[config.mk]
export PLATFORM = sky130hd
export DESIGN_NAME = aud_regbank
export DESIGN_NICKNAME = d
export VERILOG_FILES = /design/src/rtl/aud_reg_pkg.sv /design/src/rtl/aud_addr_decode.sv /design/src/rtl/aud_chan_regs.sv /design/src/rtl/aud_irq_ctrl.sv /design/src/rtl/aud_regbank.sv
export SDC_FILE = /design/constraint.sdc
export NUM_CORES = 1
export LEC_CHECK = 0
export BUFFER_PORTS_ARGS = -buffer_cell sky130_fd_sc_hd__buf_2
export CAP_MARGIN = 20
export CORE_ASPECT_RATIO = 2
export CORE_UTILIZATION = 30
export CTS_BUF_LIST = sky130_fd_sc_hd__clkbuf_8
export CTS_CLUSTER_DIAMETER = 200
export DETAILED_ROUTE_END_ITERATION = 12
export PLACE_DENSITY = 0.61
export SKIP_LAST_GASP = 1
export SLEW_MARGIN = 40
export SYNTH_ARGS = -nofsm -noshare
export SYNTH_HDL_FRONTEND = slang
export SYNTH_SLANG_ARGS = --single-unit
[constraint.sdc]
create_clock -name clk -period 2.5 [get_ports clk]
set_clock_uncertainty 0.15 [all_clocks]
set_input_delay 0.625 -clock clk [delete_from_list [all_inputs] [get_ports clk]]
set_output_delay 0.625 -clock clk [all_outputs]
set_load 0.03 [all_outputs]
[src/rtl/aud_reg_pkg.sv]
package aud_reg_pkg;
  localparam int unsigned NCH     = 3;
  localparam int unsigned CH_W    = 2;
  localparam int unsigned DW      = 32;
  localparam int unsigned CW      = 16;
  localparam int unsigned AW      = 8;
  localparam int unsigned PW      = 4;
  localparam int unsigned XW      = AW + PW;
  localparam int unsigned EN_LSB  = 8;

  localparam logic [AW-1:0] PAGED_LO = 8'h30;
  localparam logic [AW-1:0] PAGED_HI = 8'h3F;

  localparam logic [XW-1:0] XA_CTRL  = 12'h000;
  localparam logic [XW-1:0] XA_STAT  = 12'h004;
  localparam logic [XW-1:0] XA_PAGE  = 12'h00C;
  localparam logic [XW-1:0] XA_SCTL  = 12'h020;
  localparam logic [XW-1:0] XA_SCNT0 = 12'h024;
  localparam logic [XW-1:0] XA_SCNT1 = 12'h028;
  localparam logic [XW-1:0] XA_SCNT2 = 12'h02C;
  localparam logic [XW-1:0] XA_FADR0 = 12'hC30;
  localparam logic [XW-1:0] XA_FCNT0 = 12'hC34;
  localparam logic [XW-1:0] XA_FADR1 = 12'hC38;
  localparam logic [XW-1:0] XA_FCNT1 = 12'hC3C;
  localparam logic [XW-1:0] XA_FADR2 = 12'hD30;
  localparam logic [XW-1:0] XA_FCNT2 = 12'hD34;

  localparam logic [DW-1:0] CTRL_RST   = 32'h0000_0001;
  localparam logic [DW-1:0] STAT_FIXED = 32'h0000_0060;

  typedef enum logic [2:0] {
    RS_NONE, RS_CTRL, RS_STAT, RS_PAGE, RS_SCTL, RS_SCNT, RS_FADR, RS_FCNT
  } rsel_e;

  typedef struct packed {
    rsel_e            kind;
    logic [CH_W-1:0]  ch;
  } rdec_t;
endpackage

[src/rtl/aud_addr_decode.sv]
module aud_addr_decode
  import aud_reg_pkg::*;
(
  input  logic [AW-1:0] addr,
  input  logic [PW-1:0] page,
  output rdec_t         dec
);
  logic [XW-1:0] ext;

  always_comb begin
    ext = {{PW{1'b0}}, addr};
    if (addr >= PAGED_LO && addr <= PAGED_HI) ext = {page, addr};
  end

  always_comb begin
    dec.kind = RS_NONE;
    dec.ch   = '0;
    case (ext)
      XA_CTRL:  dec.kind = RS_CTRL;
      XA_STAT:  dec.kind = RS_STAT;
      XA_PAGE:  dec.kind = RS_PAGE;
      XA_SCTL:  dec.kind = RS_SCTL;
      XA_SCNT0: begin dec.kind = RS_SCNT; dec.ch = 2'd0; end
      XA_SCNT1: begin dec.kind = RS_SCNT; dec.ch = 2'd1; end
      XA_SCNT2: begin dec.kind = RS_SCNT; dec.ch = 2'd2; end
      XA_FADR0: begin dec.kind = RS_FADR; dec.ch = 2'd0; end
      XA_FCNT0: begin dec.kind = RS_FCNT; dec.ch = 2'd0; end
      XA_FADR1: begin dec.kind = RS_FADR; dec.ch = 2'd1; end
      XA_FCNT1: begin dec.kind = RS_FCNT; dec.ch = 2'd1; end
      XA_FADR2: begin dec.kind = RS_FADR; dec.ch = 2'd2; end
      XA_FCNT2: begin dec.kind = RS_FCNT; dec.ch = 2'd2; end
      default:  dec.kind = RS_NONE;
    endcase
  end
endmodule

[src/rtl/aud_chan_regs.sv]
module aud_chan_regs #(
  parameter int unsigned DATA_W = 32,
  parameter int unsigned CNT_W  = 16
) (
  input  logic              clk,
  input  logic              rst_n,
  input  logic              wr_scnt,
  input  logic              wr_fadr,
  input  logic              wr_fcnt,
  input  logic [DATA_W-1:0] wdata,
  input  logic              done,
  output logic [DATA_W-1:0] scnt_o,
  output logic [DATA_W-1:0] fadr_o,
  output logic [DATA_W-1:0] fcnt_o,
  output logic              lo_clr_o
);
  localparam int unsigned HI_W = DATA_W - CNT_W;

  logic [DATA_W-1:0] scnt_q, scnt_n;
  logic [DATA_W-1:0] fadr_q, fadr_n;
  logic [DATA_W-1:0] fcnt_q, fcnt_n;
  logic              lo_q, lo_n;

  always_comb begin
    scnt_n = scnt_q;
    if (done)    scnt_n[DATA_W-1:CNT_W] = scnt_q[HI_W-1:0];
    if (wr_scnt) scnt_n[CNT_W-1:0]      = wdata[CNT_W-1:0];
    fadr_n = wr_fadr ? wdata : fadr_q;
    fcnt_n = wr_fcnt ? wdata : fcnt_q;
    lo_n   = wr_fcnt;
  end

  always_ff @(posedge clk or negedge rst_n) begin
    if (!rst_n) begin
      scnt_q <= '0;
      fadr_q <= '0;
      fcnt_q <= '0;
      lo_q   <= 1'b0;
    end else begin
      scnt_q <= scnt_n;
      fadr_q <= fadr_n;
      fcnt_q <= fcnt_n;
      lo_q   <= lo_n;
    end
  end

  assign scnt_o   = scnt_q;
  assign fadr_o   = fadr_q;
  assign fcnt_o   = fcnt_q;
  assign lo_clr_o = lo_q;
endmodule

[src/rtl/aud_irq_ctrl.sv]
module aud_irq_ctrl #(
  parameter int unsigned NC = 3
) (
  input  logic          clk,
  input  logic          rst_n,
  input  logic [NC-1:0] done,
  input  logic [NC-1:0] en_cur,
  input  logic          en_wr,
  input  logic [NC-1:0] en_new,
  output logic [NC-1:0] pend_o,
  output logic          irq_o
);
  logic [NC-1:0] pend_q, pend_n, fall;

  always_comb begin
    fall   = {NC{en_wr}} & en_cur & ~en_new;
    pend_n = (pend_q | (done & en_cur)) & ~fall;
  end

  always_ff @(posedge clk or negedge rst_n) begin
    if (!rst_n) pend_q <= '0;
    else        pend_q <= pend_n;
  end

  assign pend_o = pend_q;
  assign irq_o  = |pend_q;
endmodule

[src/rtl/aud_regbank.sv]
module aud_regbank
  import aud_reg_pkg::*;
(
  input  logic              clk,
  input  logic              rst_n,
  input  logic              bus_wr,
  input  logic              bus_rd,
  input  logic [AW-1:0]     bus_addr,
  input  logic [DW-1:0]     bus_wdata,
  output logic [DW-1:0]     bus_rdata,
  input  logic [NCH-1:0]    chan_done,
  output logic [DW-1:0]     ctrl_o,
  output logic [DW-1:0]     sctl_o,
  output logic [NCH*DW-1:0] scnt_o,
  output logic [NCH*DW-1:0] fadr_o,
  output logic [NCH*DW-1:0] fcnt_o,
  output logic [NCH-1:0]    lo_clr_o,
  output logic              irq_o
);
  logic [DW-1:0] ctrl_q, ctrl_n;
  logic [DW-1:0] sctl_q, sctl_n;
  logic [PW-1:0] page_q, page_n;
  logic [DW-1:0] rdata_q, rdata_n;
  logic [DW-1:0] rd_mux, stat_w;
  logic [NCH-1:0] pend_q;
  logic          en_wr;
  rdec_t         dec;

  logic [DW-1:0] scnt_a [NCH];
  logic [DW-1:0] fadr_a [NCH];
  logic [DW-1:0] fcnt_a [NCH];

  aud_addr_decode u_dec (
    .addr (bus_addr),
    .page (page_q),
    .dec  (dec)
  );

  genvar g;
  generate
    for (g = 0; g < NCH; g++) begin : g_chan
      logic wr_s, wr_a, wr_c;
      assign wr_s = bus_wr && (dec.kind == RS_SCNT) && (dec.ch == CH_W'(g));
      assign wr_a = bus_wr && (dec.kind == RS_FADR) && (dec.ch == CH_W'(g));
      assign wr_c = bus_wr && (dec.kind == RS_FCNT) && (dec.ch == CH_W'(g));

      aud_chan_regs #(.DATA_W(DW), .CNT_W(CW)) u_chan (
        .clk      (clk),
        .rst_n    (rst_n),
        .wr_scnt  (wr_s),
        .wr_fadr  (wr_a),
        .wr_fcnt  (wr_c),
        .wdata    (bus_wdata),
        .done     (chan_done[g]),
        .scnt_o   (scnt_a[g]),
        .fadr_o   (fadr_a[g]),
        .fcnt_o   (fcnt_a[g]),
        .lo_clr_o (lo_clr_o[g])
      );

      assign scnt_o[g*DW +: DW] = scnt_a[g];
      assign fadr_o[g*DW +: DW] = fadr_a[g];
      assign fcnt_o[g*DW +: DW] = fcnt_a[g];
    end
  endgenerate

  assign en_wr = bus_wr && (dec.kind == RS_SCTL);

  aud_irq_ctrl #(.NC(NCH)) u_irq (
    .clk    (clk),
    .rst_n  (rst_n),
    .done   (chan_done),
    .en_cur (sctl_q[EN_LSB +: NCH]),
    .en_wr  (en_wr),
    .en_new (bus_wdata[EN_LSB +: NCH]),
    .pend_o (pend_q),
    .irq_o  (irq_o)
  );

  // Status word: channel 0 flag in the highest of the low bits
  always_comb begin
    stat_w = STAT_FIXED;
    stat_w[DW-1] = irq_o;
    for (int i = 0; i < NCH; i++) stat_w[NCH-1-i] = pend_q[i];
  end

  always_comb begin
    rd_mux = '1;
    unique case (dec.kind)
      RS_CTRL: rd_mux = ctrl_q;
      RS_STAT: rd_mux = stat_w;
      RS_PAGE: rd_mux = DW'(page_q);
      RS_SCTL: rd_mux = sctl_q;
      RS_SCNT: for (int i = 0; i < NCH; i++) if (dec.ch == CH_W'(i)) rd_mux = scnt_a[i];
      RS_FADR: for (int i = 0; i < NCH; i++) if (dec.ch == CH_W'(i)) rd_mux = fadr_a[i];
      RS_FCNT: for (int i = 0; i < NCH; i++) if (dec.ch == CH_W'(i)) rd_mux = fcnt_a[i];
      default: rd_mux = '1;
    endcase
  end

  always_comb begin
    ctrl_n  = ctrl_q;
    sctl_n  = sctl_q;
    page_n  = page_q;
    rdata_n = rdata_q;
    if (bus_wr) begin
      case (dec.kind)
        RS_CTRL: ctrl_n = bus_wdata;
        RS_SCTL: sctl_n = bus_wdata;
        RS_PAGE: page_n = bus_wdata[PW-1:0];
        default: ;
      endcase
    end
    if (bus_rd) rdata_n = rd_mux;
  end

  always_ff @(posedge clk or negedge rst_n) begin
    if (!rst_n) begin
      ctrl_q  <= CTRL_RST;
      sctl_q  <= '0;
      page_q  <= '0;
      rdata_q <= '0;
    end else begin
      ctrl_q  <= ctrl_n;
      sctl_q  <= sctl_n;
      page_q  <= page_n;
      rdata_q <= rdata_n;
    end
  end

  assign bus_rdata = rdata_q;
  assign ctrl_o    = ctrl_q;
  assign sctl_o    = sctl_q;
endmodule

==> results.md <==
- Peak VDD IR: 0.452 mV
- WL/cell: 30.7 µm
- Clk Latency, worst-skew pair: 0.68 ns
- Register area share after synthesis: 55.0%
- Cells after DPL: 2693
- Hold Path Depth: 2
- Int Pwr: about 0.0098 W
- Post-Syn Area per Cell: between 10 and 15 µm²
- Critical path type: flip-flop to flip-flop
- Vias: 15600
- Crit. End Element: flip-flop
- Syn Inst Count: 1402
- Remaining Overflow, GRT: 0
- Critical Path RT: 2.90 ns
- # fillers: 5709
- Non-filler cells in the finished layout: 2855
- Fin. Hold Viols: 0
- Crit Path Max Fanout: 7
- R2R cell count: 9
- Final Slew Violations: 0
- Crit path DAT: 3.01 ns
- Initial core utilization: 30.4%
- Die height: approximately 350 µm
- Synth-to-Final Area Change: 42.1%
- Yosys reg bits: about 400
- Global-route wire length before repair: 121000 µm
- DP Wirelength: 63300 µm
- Worst min path class: input pin to flip-flop
- Sink Count: 394
- DRC viols: 0
- TritonCTS clock tree: built
- Slew HR: 55.3%
- Clk pwr share: 40.9%
- Num ports: 435
- Vias in the first global route: ~16000
- Reg2reg setup slack: -0.11 ns
- Final WL: 87600 µm
- Final Cycle Share: 104%
- Die width: between 150 and 200 µm
- Net Switching: 0.00373 W
- Crit path time final: approximately 2.6 ns
- Worst setup slack after layout: -0.108 ns
- Vias per inst: 5.46
- Async SR Flop Fraction: 100%
- Failing checks: negative setup slack
- EDFF count, synth: 0
- Netlist cell types: 69
- Inserted Clock Buffers: between 50 and 60
- Reg power frac: about half
- Clock Pin Slew Worst Setup and Hold Paths: 0.07 ns
- Pwr Density: 532 nW/µm²
- Number of I/O port buffers: 434
- Nets: roughly 2100
- CP startpoint kind: flip-flop
- Synth warn: 0
- Die area: 60800 µm²
- Leak pwr: 12.8 nW
- Final Wtd Congestion: 0.977
- Largest net degree at the start of global routing: 70
- Top_reg_cell synth: dfrtp_1
- Layout cells sized above 1: between 50% and 60%
- Row cnt: 126
- Switching Share: 27.5%
- Initial DRT Pass Iterations: 5
- Max Root-Sink Buffers: 3
- Comb power frac: 9.5%
- Placeable Area: between 50000 and 60000 µm²
- Status: complete, but fails checks
- Root buf cell: clkbuf_8
- Mapped Nets: 1449
- All-Layer GR Usage: 28.1%
- Power, Total: 0.0135 W
- Max cap viols: 0
- RSZ-0062 raised after global routing: yes
- Fmax: 0.383 GHz
- Initial DRC count: around 1000
- Final setup vio count: 96
- Worst Tran Pin Value: approximately 0.66 ns
- Antenna violations before repair: 5
- Mapped cell area: around 18000 µm²
- DRT antenna net count: 0
- H-tree Lvls: 2
## synthesized netlist by cell type (7+ instances only)
cell / n / area share, %
a2111oi_0: 16 / 0.78
mux2_2: 362 / 23
a22oi_1: 15 / 0.63
clkbuf_1: 59 / 1.2
a221o_1: 18 / 1.0
buf_2: 44 / 1.2
mux2i_1: 42 / 2.3
mux2_1: 10 / 0.63
nand3_1: 28 / 0.78
and3_1: 9 / 0.31
a31oi_1: 24 / 0.84
nor2_1: 54 / 1.1
buf_4: 7 / 0.29
o211ai_1: 9 / 0.38
a21oi_1: 48 / 1.3
o32a_1: 21 / 1.2
nand2_1: 72 / 1.5
o21ai_0: 62 / 1.7
or3_1: 8 / 0.28
dfrtp_1: 393 / 55
## state kept, by name (all words and copies together) (netlist names)
name	cells
page_q	4
sctl_o	32
g_chan.u_chan.fadr_o	96
bus_rdata	32
u_irq.pend_o	3
g_chan.u_chan.scnt_o	96
g_chan.u_chan.lo_clr_o	3
g_chan.u_chan.fcnt_o	96
ctrl_o	32
## power groups by stage
stage,combinational (W),clock (W),sequential (W)
2_1_floorplan,0.000344,0,0.00699
3_3_place_gp,0.00122,0,0.00681
3_5_place_dp,0.00123,0,0.00682
4_1_cts,0.00126,0.00565,0.00670
5_1_grt,0.00136,0.00589,0.00671
6_report,0.00129,0.00554,0.00671
## area by class of cell
type | instances | area, µm² | area share [%]
Antenna cell | 2 | 5.00 | 0.0196
Clock inverter | 28 | 163 | 0.638
Clock buffer | 77 | 1060 | 4.16
Inverter | 4 | 15.0 | 0.0589
Multi-Input combinational cell | 891 | 8260 | 32.4
Sequential cell | 394 | 9860 | 38.7
Timing Repair Buffer | 691 | 5150 | 20.2
Tap cell | 768 | 961 | 3.77
## kinds of logic after synthesis
kind of cell              Yosys count  share of synthesized area (%)
xor gates and xnor gates            1                         0.0489
buffers and inverters             118                           2.97
DFF                               394                           55.0
and+or+nand+nor                   211                           5.71
muxes                             414                           25.7
AOI/OAI and AO/OA                 264                           10.6
## stage by stage
stage | hold slack, ns | setup TNS, ns | utilization (%) | worst slack [ns] | cell area, µm²
finish | 0.156 | -2.69 | 43.2 | -0.108 | 25500
global route | 0.146 | -7.86 | 43.2 | -0.149 | 25500
CTS | 0.109 | -3.19 | 42.2 | -0.109 | 24900
detailed placement | 0.339 | -155.04 | 38.7 | -0.732 | 22800
global placement | 0.337 | -157.70 | 38.7 | -1.32 | 22800
floorplan | 0.179 | -25.93 | - | -0.208 | 18200
## timing repair
| action | in CTS | in global routing |
|---|---|---|
| resized for setup | 81 | 95 |
| gates cloned | 8 | 6 |
| endpoints found under the hold margin | 38 | 0 |
| buffers inserted | 27 | 21 |
| hold buffers | 1 | 0 |
| pin swaps | 25 | 35 |
| endpoints found under the setup margin | 257 | 206 |
## cells in the final DEF, fill, tap and decap left out, types with 31 or more instances in the layout
master	Yosys	routed
nor2_1	54	51
nand2_1	72	67
dfrtp_1	393	393
buf_2	44	432
mux2_4	0	78
clkbuf_8	0	77
buf_4	7	158
mux2i_1	42	37
mux2_2	362	289
a21oi_1	48	43
o21ai_0	62	57
buf_12	0	54
buf_6	1	31
## worst paths after layout
check | start | to
max | page_q[3]$_DFFE_PN0P_ | bus_rdata[27]$_DFFE_PN0P_
min | bus_wdata[20] | g_chan[0].u_chan.fadr_o[20]$_DFFE_PN0P_
max reg2reg | page_q[3]$_DFFE_PN0P_ | bus_rdata[27]$_DFFE_PN0P_
min reg2reg | bus_rdata[26]$_DFFE_PN0P_ | bus_rdata[26]$_DFFE_PN0P_
max in group asynchronous | rst_n | ctrl_o[11]$_DFFE_PN0P_
min in group asynchronous | rst_n | g_chan[0].u_chan.fadr_o[0]$_DFFE_PN0P_
## critical path, stage by stage (launching register included)
cell	delay, ns
dfrtp_1	0.42
buf_4	0.13
and4_4	0.25
buf_6	0.12
nand3_4	0.08
nand2_4	0.11
buf_12	0.17
mux2_2	0.36
a221o_1	0.36
o32a_1	0.34
## routing by layer
layer / routed length [µm] / track usage (%)
met1: 31300 / 30.5
met2: 44300 / 49.6
met3: 5690 / 5.81
met4: 6240 / 16.9
met5: 38 / 0
Note: power is estimated with default switching activity, not from simulation.
